===== config.mk =====
export PLATFORM = sky130hd
export DESIGN_NAME = dma_stream
export DESIGN_NICKNAME = d
export VERILOG_FILES = /design/src/rtl/dma_stream_pkg.sv /design/src/rtl/dma_stream_regs.sv /design/src/rtl/dma_stream_agen.sv /design/src/rtl/dma_stream_xfer.sv /design/src/rtl/dma_stream.sv
export SDC_FILE = /design/constraint.sdc
export NUM_CORES = 1
export LEC_CHECK = 0
export BUFFER_PORTS_ARGS = -buffer_cell sky130_fd_sc_hd__buf_2
export CORE_MARGIN = 1.5
export CORE_UTILIZATION = 26
export DETAILED_ROUTE_END_ITERATION = 7
export HOLD_SLACK_MARGIN = 0.1
export PLACE_DENSITY = 0.43
export SLEW_MARGIN = 10
export SYNTH_ARGS = -nofsm -noshare
export SYNTH_HDL_FRONTEND = slang
export SYNTH_SLANG_ARGS = --single-unit

===== constraint.sdc =====
create_clock -name clk_i -period 2.2 [get_ports clk_i]
set_input_delay 0 -clock clk_i [delete_from_list [all_inputs] [get_ports clk_i]]
set_output_delay 0 -clock clk_i [all_outputs]
set_load 0.01 [all_outputs]

===== src/rtl/dma_stream_pkg.sv =====
package dma_stream_pkg;

  typedef enum logic [1:0] {
    DIR_P2M = 2'd0,
    DIR_M2P = 2'd1,
    DIR_M2M = 2'd2
  } dir_e;

  typedef enum logic [1:0] {
    MODE_ONCE = 2'd0,
    MODE_CIRC = 2'd1,
    MODE_DBUF = 2'd2
  } mode_e;

  localparam logic [2:0] OFF_CTRL   = 3'd0;
  localparam logic [2:0] OFF_PADDR  = 3'd1;
  localparam logic [2:0] OFF_MADDR0 = 3'd2;
  localparam logic [2:0] OFF_MADDR1 = 3'd3;
  localparam logic [2:0] OFF_COUNT  = 3'd4;
  localparam logic [2:0] OFF_STATUS = 3'd5;
  localparam logic [2:0] OFF_FCLR   = 3'd6;

  // occupies CTRL[7:1]
  typedef struct packed {
    logic  tcie;
    mode_e mode;
    logic  wide;
    logic  minc;
    dir_e  dir;
  } cfg_t;

  typedef enum logic [1:0] {
    ST_IDLE,
    ST_WAIT,
    ST_RD,
    ST_WR
  } st_e;

endpackage


===== src/rtl/dma_stream_regs.sv =====
module dma_stream_regs
  import dma_stream_pkg::*;
#(
  parameter int W = 16
) (
  input  logic         clk_i,
  input  logic         rst_ni,
  input  logic         wr_i,
  input  logic [2:0]   addr_i,
  input  logic [W-1:0] wdata_i,
  output logic [W-1:0] rdata_o,
  input  logic         active_i,
  input  logic         cur_buf_i,
  input  logic [W-1:0] cnt_rem_i,
  input  logic         tc_set_i,
  output cfg_t         cfg_o,
  output logic [W-1:0] paddr_o,
  output logic [W-1:0] maddr0_o,
  output logic [W-1:0] maddr1_o,
  output logic [W-1:0] count_o,
  output logic         start_o,
  output logic         stop_o,
  output logic         tc_flag_o
);

  cfg_t         cfg_q;
  logic [W-1:0] paddr_q, maddr0_q, maddr1_q, count_q;
  logic         tc_q;
  logic         cfg_wr;

  assign cfg_wr  = wr_i && !active_i;
  assign start_o = cfg_wr && (addr_i == OFF_CTRL) && wdata_i[0] && (count_q != '0);
  assign stop_o  = wr_i && active_i && (addr_i == OFF_CTRL) && !wdata_i[0];

  always_ff @(posedge clk_i or negedge rst_ni) begin
    if (!rst_ni) begin
      cfg_q    <= '0;
      paddr_q  <= '0;
      maddr0_q <= '0;
      maddr1_q <= '0;
      count_q  <= '0;
      tc_q     <= 1'b0;
    end else begin
      // completion beats a clear in the same cycle
      if (tc_set_i)                                         tc_q <= 1'b1;
      else if (wr_i && (addr_i == OFF_FCLR) && wdata_i[0])  tc_q <= 1'b0;
      if (cfg_wr) begin
        case (addr_i)
          OFF_CTRL:   cfg_q    <= cfg_t'(wdata_i[7:1]);
          OFF_PADDR:  paddr_q  <= wdata_i;
          OFF_MADDR0: maddr0_q <= wdata_i;
          OFF_MADDR1: maddr1_q <= wdata_i;
          OFF_COUNT:  count_q  <= wdata_i;
          default: ;
        endcase
      end
    end
  end

  always_comb begin
    rdata_o = '0;
    case (addr_i)
      OFF_CTRL:   rdata_o[7:0] = {cfg_q, active_i};
      OFF_PADDR:  rdata_o = paddr_q;
      OFF_MADDR0: rdata_o = maddr0_q;
      OFF_MADDR1: rdata_o = maddr1_q;
      OFF_COUNT:  rdata_o = active_i ? cnt_rem_i : count_q;
      OFF_STATUS: rdata_o[1:0] = {cur_buf_i, tc_q};
      default: ;
    endcase
  end

  assign cfg_o     = cfg_q;
  assign paddr_o   = paddr_q;
  assign maddr0_o  = maddr0_q;
  assign maddr1_o  = maddr1_q;
  assign count_o   = count_q;
  assign tc_flag_o = tc_q;

endmodule


===== src/rtl/dma_stream_agen.sv =====
module dma_stream_agen
  import dma_stream_pkg::*;
#(
  parameter int W = 16
) (
  input  logic [W-1:0] madr_i,
  input  logic [W-1:0] cnt_i,
  input  logic         buf_i,
  input  logic         wide_i,
  input  logic         minc_i,
  input  mode_e        mode_i,
  input  logic [W-1:0] maddr0_i,
  input  logic [W-1:0] maddr1_i,
  input  logic [W-1:0] count_i,
  output logic [W-1:0] madr_o,
  output logic [W-1:0] cnt_o,
  output logic         buf_o,
  output logic         last_o
);

  logic [W-1:0] step;

  assign step   = wide_i ? W'(2) : W'(1);
  assign last_o = (cnt_i == W'(1));

  always_comb begin
    madr_o = minc_i ? madr_i + step : madr_i;
    cnt_o  = cnt_i - W'(1);
    buf_o  = buf_i;
    if (last_o) begin
      case (mode_i)
        MODE_CIRC: begin
          madr_o = maddr0_i;
          cnt_o  = count_i;
        end
        MODE_DBUF: begin
          buf_o  = ~buf_i;
          madr_o = buf_i ? maddr0_i : maddr1_i;
          cnt_o  = count_i;
        end
        default: ;
      endcase
    end
  end

endmodule


===== src/rtl/dma_stream_xfer.sv =====
module dma_stream_xfer
  import dma_stream_pkg::*;
#(
  parameter int W = 16
) (
  input  logic         clk_i,
  input  logic         rst_ni,
  input  cfg_t         cfg_i,
  input  logic [W-1:0] paddr_i,
  input  logic [W-1:0] maddr0_i,
  input  logic [W-1:0] maddr1_i,
  input  logic [W-1:0] count_i,
  input  logic         start_i,
  input  logic         stop_i,
  input  logic         req_i,
  input  logic [15:0]  bus_rdata_i,
  output logic         bus_req_o,
  output logic         bus_we_o,
  output logic [W-1:0] bus_addr_o,
  output logic [15:0]  bus_wdata_o,
  output logic         ack_o,
  output logic         active_o,
  output logic         cur_buf_o,
  output logic [W-1:0] cnt_rem_o,
  output logic         tc_set_o
);

  st_e          st_q;
  logic [W-1:0] cnt_q, madr_q, madr_nx, cnt_nx;
  logic         buf_q, buf_nx, last;
  logic         stop_q;
  logic [15:0]  data_q;
  logic         is_m2m, go;
  logic [W-1:0] src, dst;

  assign is_m2m = (cfg_i.dir != DIR_P2M) && (cfg_i.dir != DIR_M2P);
  assign go     = is_m2m || req_i;
  assign src    = (cfg_i.dir == DIR_M2P) ? madr_q : paddr_i;
  assign dst    = (cfg_i.dir == DIR_M2P) ? paddr_i : madr_q;

  dma_stream_agen #(.W(W)) u_agen (
    .madr_i   (madr_q),
    .cnt_i    (cnt_q),
    .buf_i    (buf_q),
    .wide_i   (cfg_i.wide),
    .minc_i   (cfg_i.minc),
    .mode_i   (cfg_i.mode),
    .maddr0_i (maddr0_i),
    .maddr1_i (maddr1_i),
    .count_i  (count_i),
    .madr_o   (madr_nx),
    .cnt_o    (cnt_nx),
    .buf_o    (buf_nx),
    .last_o   (last)
  );

  always_ff @(posedge clk_i or negedge rst_ni) begin
    if (!rst_ni) begin
      st_q   <= ST_IDLE;
      cnt_q  <= '0;
      madr_q <= '0;
      buf_q  <= 1'b0;
      stop_q <= 1'b0;
      data_q <= '0;
    end else begin
      case (st_q)
        ST_IDLE: if (start_i) begin
          st_q   <= ST_WAIT;
          cnt_q  <= count_i;
          madr_q <= maddr0_i;
          buf_q  <= 1'b0;
          stop_q <= 1'b0;
        end
        ST_WAIT: begin
          if (stop_i)  st_q <= ST_IDLE;
          else if (go) st_q <= ST_RD;
        end
        ST_RD: begin
          data_q <= bus_rdata_i;
          st_q   <= ST_WR;
          if (stop_i) stop_q <= 1'b1;
        end
        ST_WR: begin
          cnt_q  <= cnt_nx;
          madr_q <= madr_nx;
          buf_q  <= buf_nx;
          if ((last && cfg_i.mode != MODE_CIRC && cfg_i.mode != MODE_DBUF) || stop_q || stop_i)
            st_q <= ST_IDLE;
          else
            st_q <= ST_WAIT;
        end
        default: st_q <= ST_IDLE;
      endcase
    end
  end

  assign bus_req_o   = (st_q == ST_RD) || (st_q == ST_WR);
  assign bus_we_o    = (st_q == ST_WR);
  assign bus_addr_o  = (st_q == ST_WR) ? dst : src;
  assign bus_wdata_o = cfg_i.wide ? data_q : {8'h00, data_q[7:0]};
  assign ack_o       = (st_q == ST_WR) && !is_m2m;
  assign tc_set_o    = (st_q == ST_WR) && last;
  assign active_o    = (st_q != ST_IDLE);
  assign cur_buf_o   = buf_q;
  assign cnt_rem_o   = cnt_q;

endmodule


===== src/rtl/dma_stream.sv =====
module dma_stream
  import dma_stream_pkg::*;
#(
  parameter int W = 16
) (
  input  logic         clk_i,
  input  logic         rst_ni,
  input  logic         reg_we_i,
  input  logic [2:0]   reg_addr_i,
  input  logic [W-1:0] reg_wdata_i,
  output logic [W-1:0] reg_rdata_o,
  input  logic         req_i,
  output logic         ack_o,
  output logic         bus_req_o,
  output logic         bus_we_o,
  output logic         bus_wide_o,
  output logic [W-1:0] bus_addr_o,
  output logic [15:0]  bus_wdata_o,
  input  logic [15:0]  bus_rdata_i,
  output logic         irq_o
);

  cfg_t         cfg;
  logic [W-1:0] paddr, maddr0, maddr1, count, cnt_rem;
  logic         start, stop, active, cur_buf, tc_set, tc_flag;

  dma_stream_regs #(.W(W)) u_regs (
    .clk_i     (clk_i),
    .rst_ni    (rst_ni),
    .wr_i      (reg_we_i),
    .addr_i    (reg_addr_i),
    .wdata_i   (reg_wdata_i),
    .rdata_o   (reg_rdata_o),
    .active_i  (active),
    .cur_buf_i (cur_buf),
    .cnt_rem_i (cnt_rem),
    .tc_set_i  (tc_set),
    .cfg_o     (cfg),
    .paddr_o   (paddr),
    .maddr0_o  (maddr0),
    .maddr1_o  (maddr1),
    .count_o   (count),
    .start_o   (start),
    .stop_o    (stop),
    .tc_flag_o (tc_flag)
  );

  dma_stream_xfer #(.W(W)) u_xfer (
    .clk_i       (clk_i),
    .rst_ni      (rst_ni),
    .cfg_i       (cfg),
    .paddr_i     (paddr),
    .maddr0_i    (maddr0),
    .maddr1_i    (maddr1),
    .count_i     (count),
    .start_i     (start),
    .stop_i      (stop),
    .req_i       (req_i),
    .bus_rdata_i (bus_rdata_i),
    .bus_req_o   (bus_req_o),
    .bus_we_o    (bus_we_o),
    .bus_addr_o  (bus_addr_o),
    .bus_wdata_o (bus_wdata_o),
    .ack_o       (ack_o),
    .active_o    (active),
    .cur_buf_o   (cur_buf),
    .cnt_rem_o   (cnt_rem),
    .tc_set_o    (tc_set)
  );

  assign bus_wide_o = cfg.wide;
  assign irq_o      = tc_flag && cfg.tcie;

endmodule


# After elaboration in Yosys (flattened, before gate mapping)
# Index checks and enable logic that the tools add are counted.
# op_classes
n_eq_ne	21
add_sub_neg	2
bitwise_logic	1
n_mux	32
n_reduce_logical	40
# op_table
op	count
two-way mux 16 bit	12
case mux 16 bit (2 select lines)	3
case mux 8 bit (4 select lines)	1
case mux 6 bit (5 select lines)	1
adder 16 bit	1
equality test 16 x 1 -> 1 bit (second input constant)	1
nonzero test 16 bit	1
subtractor 16 x 1 -> 16 bit (second input constant)	1
logical AND 1 bit	15
AND reduction 2 bit	7
case mux 2 bit (6 select lines)	1
!= test 2 x 1 -> 1 bit (second input constant)	5
nonzero test 2 bit	5
equality test 3 bit (second input constant)	3
two-way mux 2 bit	4
case mux 2 bit (4 select lines)	1
two-way mux 1 bit	7
equality test 2 x 1 -> 1 bit (second input constant)	3
equality test 2 bit (second input constant)	3
equality test 3 x 2 -> 1 bit (second input constant)	2
logical OR 1 bit	4
!= test 2 bit (second input constant)	2
case mux 1 bit (2 select lines)	2
AND reduction 4 bit	1
other kinds (8)	10
# word_totals
output_inout_bits	53
regBits	124

# Depth between registers and ports, before layout
# depth
word_depth	8
ltp_mapped	9
mapped_depth_nobuf	9

# Modules after synthesis
# From an unflattened synthesis, not the netlist that was laid out.
# unflattened
hier_cells	656
area_unflattened_um2	7998.9
# modules_own_cells
mod	cells_each	n_inst	area_each_um2
dma_stream_regs	264	1	3662.3
dma_stream_xfer	200	1	2931.6
dma_stream_agen	191	1	1398.8
dma_stream	1	1	6.3

# Least setup slack after synthesis
# OpenSTA, ideal clock, no wires.
# synth_path
path_type	reg2reg
from	reg u_regs.cfg_q (netlist bit u_regs.cfg_o[3])
to	reg u_xfer.madr_q[14]
path_stages_with_launch	10
required_ns	2.116
setup_ns	0.084
arrival_ns	2.272
path_slack_ns	-0.157
period_less_slack_ns	2.357
path_cell_list	dfrtp_1 inv_1 ha_1 inv_1 fa_1 and3b_1 nand2_1 or4_1 and3_1 o22ai_1
# synth_via
elab_chain_len	6
# synth_rtl
element	line_no	rtl
from (decl)	dma_stream_regs.sv:26	cfg_t cfg_q;
from (signal assigned)	dma_stream_regs.sv:49	OFF_CTRL: cfg_q <= cfg_t'(wdata_i[7:1]);
two-way mux 2 bit *	dma_stream_agen.sv:23	assign step = wide_i ? W'(2) : W'(1);
adder 16 bit *	dma_stream_agen.sv:27	madr_o = minc_i ? madr_i + step : madr_i;
two-way mux 16 bit *	dma_stream_agen.sv:27	
case mux 16 bit (2 select lines)	dma_stream_agen.sv:31	case (mode_i)
two-way mux 16 bit *	dma_stream_agen.sv:30	if (last_o) begin
case mux 16 bit (2 select lines) *	dma_stream_xfer.sv:66	case (st_q)
to (signal assigned)	dma_stream_xfer.sv:70	madr_q <= maddr0_i;
to (signal assigned)	dma_stream_xfer.sv:85	madr_q <= madr_nx;
to (decl)	dma_stream_xfer.sv:29	logic [W-1:0] cnt_q, madr_q, madr_nx, cnt_nx;
# Every way passes the cells marked *; elsewhere a longest branch is shown, timed or not.
# A chain may end at the register's enable or synchronous reset.

# Worst setup path in the final report
# layout_path
from	reg u_xfer.cnt_q[1], in the netlist u_xfer.cnt_rem_o[1]
to	reg u_xfer.madr_q[3]
# layout_via
elab_chain_len	3
# layout_rtl
element	line_no	rtl
from (decl)	dma_stream_xfer.sv:29	
from (signal assigned)	dma_stream_xfer.sv:69	cnt_q <= count_i;
from (signal assigned)	dma_stream_xfer.sv:84	cnt_q <= cnt_nx;
equality test 16 x 1 -> 1 bit	dma_stream_agen.sv:24	assign last_o = (cnt_i == W'(1));
two-way mux 16 bit	dma_stream_agen.sv:30	
case mux 16 bit (2 select lines)	dma_stream_xfer.sv:66	
# Every way passes these cells.

==> results.cfg <==
[synth]
ys_seq_area_share_pct = 43.7
ys.flop_type = dfrtp_1
async_reset_ff_share_pct = 100
synth_fp_nets = 681
netlist_instances = 635
ys_ff_latch = 124
yosysTopAreaCell = dfrtp_1
synth_area_leaders = dfrtp_1 (44%), mux2_2 (18%), mux2i_1 (3.8%)
synth-warning-count = 0
synth-edff-count = 0
avgSynthCellArea_um2 = 11.2
synth_area_um2 = 7100
synth_cell_type_count = 62
synth_top_area_share_pct = 43.7

[sta]
finalCriticalPeriod_ps = 2210
hold_viol_final = 0
fmax_mhz = 451
maxSlewHeadroom_pct = 52.9
rsz0062_at_grt = yes
skew_ps = 9.86
setup_violations = 2
fin_crit_sh_pct = 101
tightest_slew_ps = 703
slew_violations = 0
fin_ws_ps = -15.0
whs_ps = 99.9

[drt]
drc = 0
routedWlPerCell_um = 21.6
drt_iter0_drc = 328
finalWirelength_mm = 25.2
vias = 6107
antenna_left = 0
via_per_inst = 5.22
dr.pass1.iters = 7

[power]
p_leak_uw = 0.00422
combPwrFrac_pct = 45.8
p_clk_share_pct = 21.7
intPower_uw = 8270
ir_worst_vdd_mv = 0.544
totalPowerFinal_uw = 13300
p_per_area_nw_per_um2 = 1400
power.switching_uw = 5080
switching_share_pct = 38.0
power.share.sequential_pct = 32.5

[min_path]
hold_path_class = input pin to async pin

[setup_path]
cp-end-kind = register
critPathBufInv = 2
cp_slowest_cell = or4b_4
critPathArrivalTime_ps = 2520
cp_cell_sequence = inv_2 -> ha_4 -> or4b_4 -> nand4b_4 -> buf_12 -> a221oi_2 -> a211oi_1 -> a221o_1
startpoint = u_xfer.cnt_rem_o[1]
cpPeakStageDelay_ps = 470
required_ps = 2500
setup.worst_path.start_class = register
crit_type = register to register
critPathMaxFanout = 13
r2r-start = u_xfer.cnt_rem_o[1]
cp_top_family = simple AND/OR/NAND/NOR gates

[clock_network]
numCtsBuffers = 17
clk_latency_ps = 420
clock_sinks = 124
clkTransAtPathRegs_ps = 60
max-clock-path-buffers = 2
ctsRootBufferMaster = clkbuf_16
cts_tree = done
htreeDepth = 4

[floorplanning]
initial_utilization_pct = 26.4
core_um2 = 26900
rows = 60
die_h_um = 168
die_area_um2 = 28300
die_w_um = 168
ios = 92

[final_layout]
diodes = 0
syn_to_final_growth_pct = 34.6
fillCellCount = 2704
final_nets = 863
drive_gt1_share_pct = 43.9

[status]
outcome = complete, but fails checks
violations = negative setup slack

[global_routing]
grt_pass1_vias = 6498
overflow = 0
gr-usage-all-layers_pct = 18.4
antenna_found_initial = 0
grt_pass1_wl_mm = 38.9
grt_max_degree = 40

[place]
dp_hpwl_mm = 18.1
port_buffers = 91
routabilityCongestion = 0.847

[job]
max_cap_viol_count = 0
-- power groups by stage --
stage               clock (uW)  combinational [uW]  sequential, uW
floorplan                    0                3550            4040
global placement             0                5620            4290
detailed placement           0                5670            4330
CTS                       2950                6000            4310
global route              3060                6580            4500
finish                    2890                6120            4340
-- synth_stat cells, types with 3 or more instances --
cell type and n:
dfrtp_1 124, mux2_2 112, a21oi_1 29, mux2i_1 27, nand2_1 22, nor2_1 22
o22ai_1 21, clkbuf_1 19, o21ai_0 19, inv_1 17, nand3_1 16, nor3_1 14
buf_2 12, a211oi_1 11, and2_1 9, buf_4 9, nor2b_1 9, nor4_1 9
a22oi_1 8, a311oi_1 8, a221o_1 6, a221oi_2 6, a22o_1 6, ha_1 6
mux4_2 6, nand4_1 6, a211o_1 5, a221oi_1 5, buf_6 5, nor3b_1 5
o211ai_1 5, xnor2_1 5, and3_1 4, or3_1 4, or4_1 4, xor2_1 4
buf_1 3, or2_2 3
-- state kept, by name, summed over array words and instances (netlist names), 7 cells and up, named ones only --
| name | count |
|---|---|
| u_regs.cfg_o | 7 |
| u_regs.count_o | 16 |
| u_regs.maddr0_o | 16 |
| u_regs.maddr1_o | 16 |
| u_regs.paddr_o | 16 |
| u_xfer.cnt_rem_o | 16 |
| u_xfer.data_q | 16 |
| u_xfer.madr_q | 16 |
-- timing repair --
item                                    CTS  global route
hold buffers                             35             0
gates resized for setup                  12            24
endpoints found under the hold margin   180             0
endpoints found under the setup margin   27            44
cloned                                    1             0
buffers inserted                          5             5
pin swaps                                 1             7
-- cells by family (layout without fill, tap and decap cells) --
kind of cell             count (synthesis)  count (layout)  synth area share [%]
XOR/XNOR                                 9               9                  1.11
buffers and inverters                   66             260                  4.71
AO/OA/AOI/OAI                          141             141                  14.2
AND/OR/NAND/NOR                        143             143                  11.4
flip-flops                             124             124                  43.7
multiplexers                           145             145                  23.5
adder cells (fa/ha/maj)                  7               7                  1.34
-- metal layers --
| layer | vias to the layer above | track usage [%] | routed length [um] |
|---|---|---|---|
| met2 | 169 | 31.3 | 12700 |
| met4 | 0 | 6.83 | 339 |
| met1 | 3139 | 23.2 | 11100 |
| li1 | 2775 | - | - |
| met3 | 24 | 3.24 | 1040 |
| met5 | - | 0 | 0 |
-- layout by cell type, fill, tap and decap left out, types with 16 or more instances in the layout --
| cell type | instances |
|---|---|
| mux2_2 | 109 |
| o22ai_1 | 21 |
| a21oi_1 | 26 |
| nand2_1 | 19 |
| nor2_1 | 21 |
| buf_4 | 75 |
| clkbuf_16 | 17 |
| dfrtp_1 | 123 |
| dlygate4sd3_1 | 35 |
| o21ai_0 | 19 |
| mux2i_1 | 27 |
| nand3_1 | 16 |
| buf_2 | 90 |
-- layout make-up --
type                            count  area [um2]  area share (%)
Sequential cell                   124        3100            32.5
Timing Repair Buffer              211        1540            16.1
Clock buffer                       24         482            5.04
Multi-Input combinational cell    445        3820            40.0
Inverter                           18        67.6           0.707
Clock inverter                      7         113            1.18
Tap cell                          341         427            4.47
-- metrics by stage --
| step | worst slack [ps] | util, % | cell area (um2) | instances | TNS [ps] |
|---|---|---|---|---|---|
| 2_1_floorplan | 14.3 | - | 7110 | 635 | 0 |
| 3_3_place_gp | -24.4 | 31.1 | 8370 | 1094 | -65.1 |
| 3_5_place_dp | -82.1 | 31.1 | 8370 | 1094 | -193 |
| 4_1_cts | -2.15 | 35.0 | 9420 | 1166 | -2.15 |
| 5_1_grt | -82.8 | 35.5 | 9550 | 1170 | -331 |
| 6_report | -15.0 | 35.5 | 9550 | 1170 | -29.7 |
-- worst paths after layout --
check / endpoint / slack [ps] / cells after the start
min in group clk_i: u_regs.tc_flag_o / 220 / 6
max reg2reg: u_xfer.madr_q[3] / -10 / 8
max in group asynchronous: u_regs.maddr0_o[9] / 1290 / 3
max: u_xfer.madr_q[3] / -10 / 8
min reg2reg: u_xfer.st_q[0] / 480 / 1
min: u_xfer.data_q[14] / 100 / 2
-- worst register-to-register path, stage by stage (launching register included) --
cell	delay (ps)
dfrtp_1	390
inv_2	90
ha_4	110
or4b_4	470
nand4b_4	250
buf_12	200
a221oi_2	200
a211oi_1	120
a221o_1	280
(Power assumes the default switching activity.)
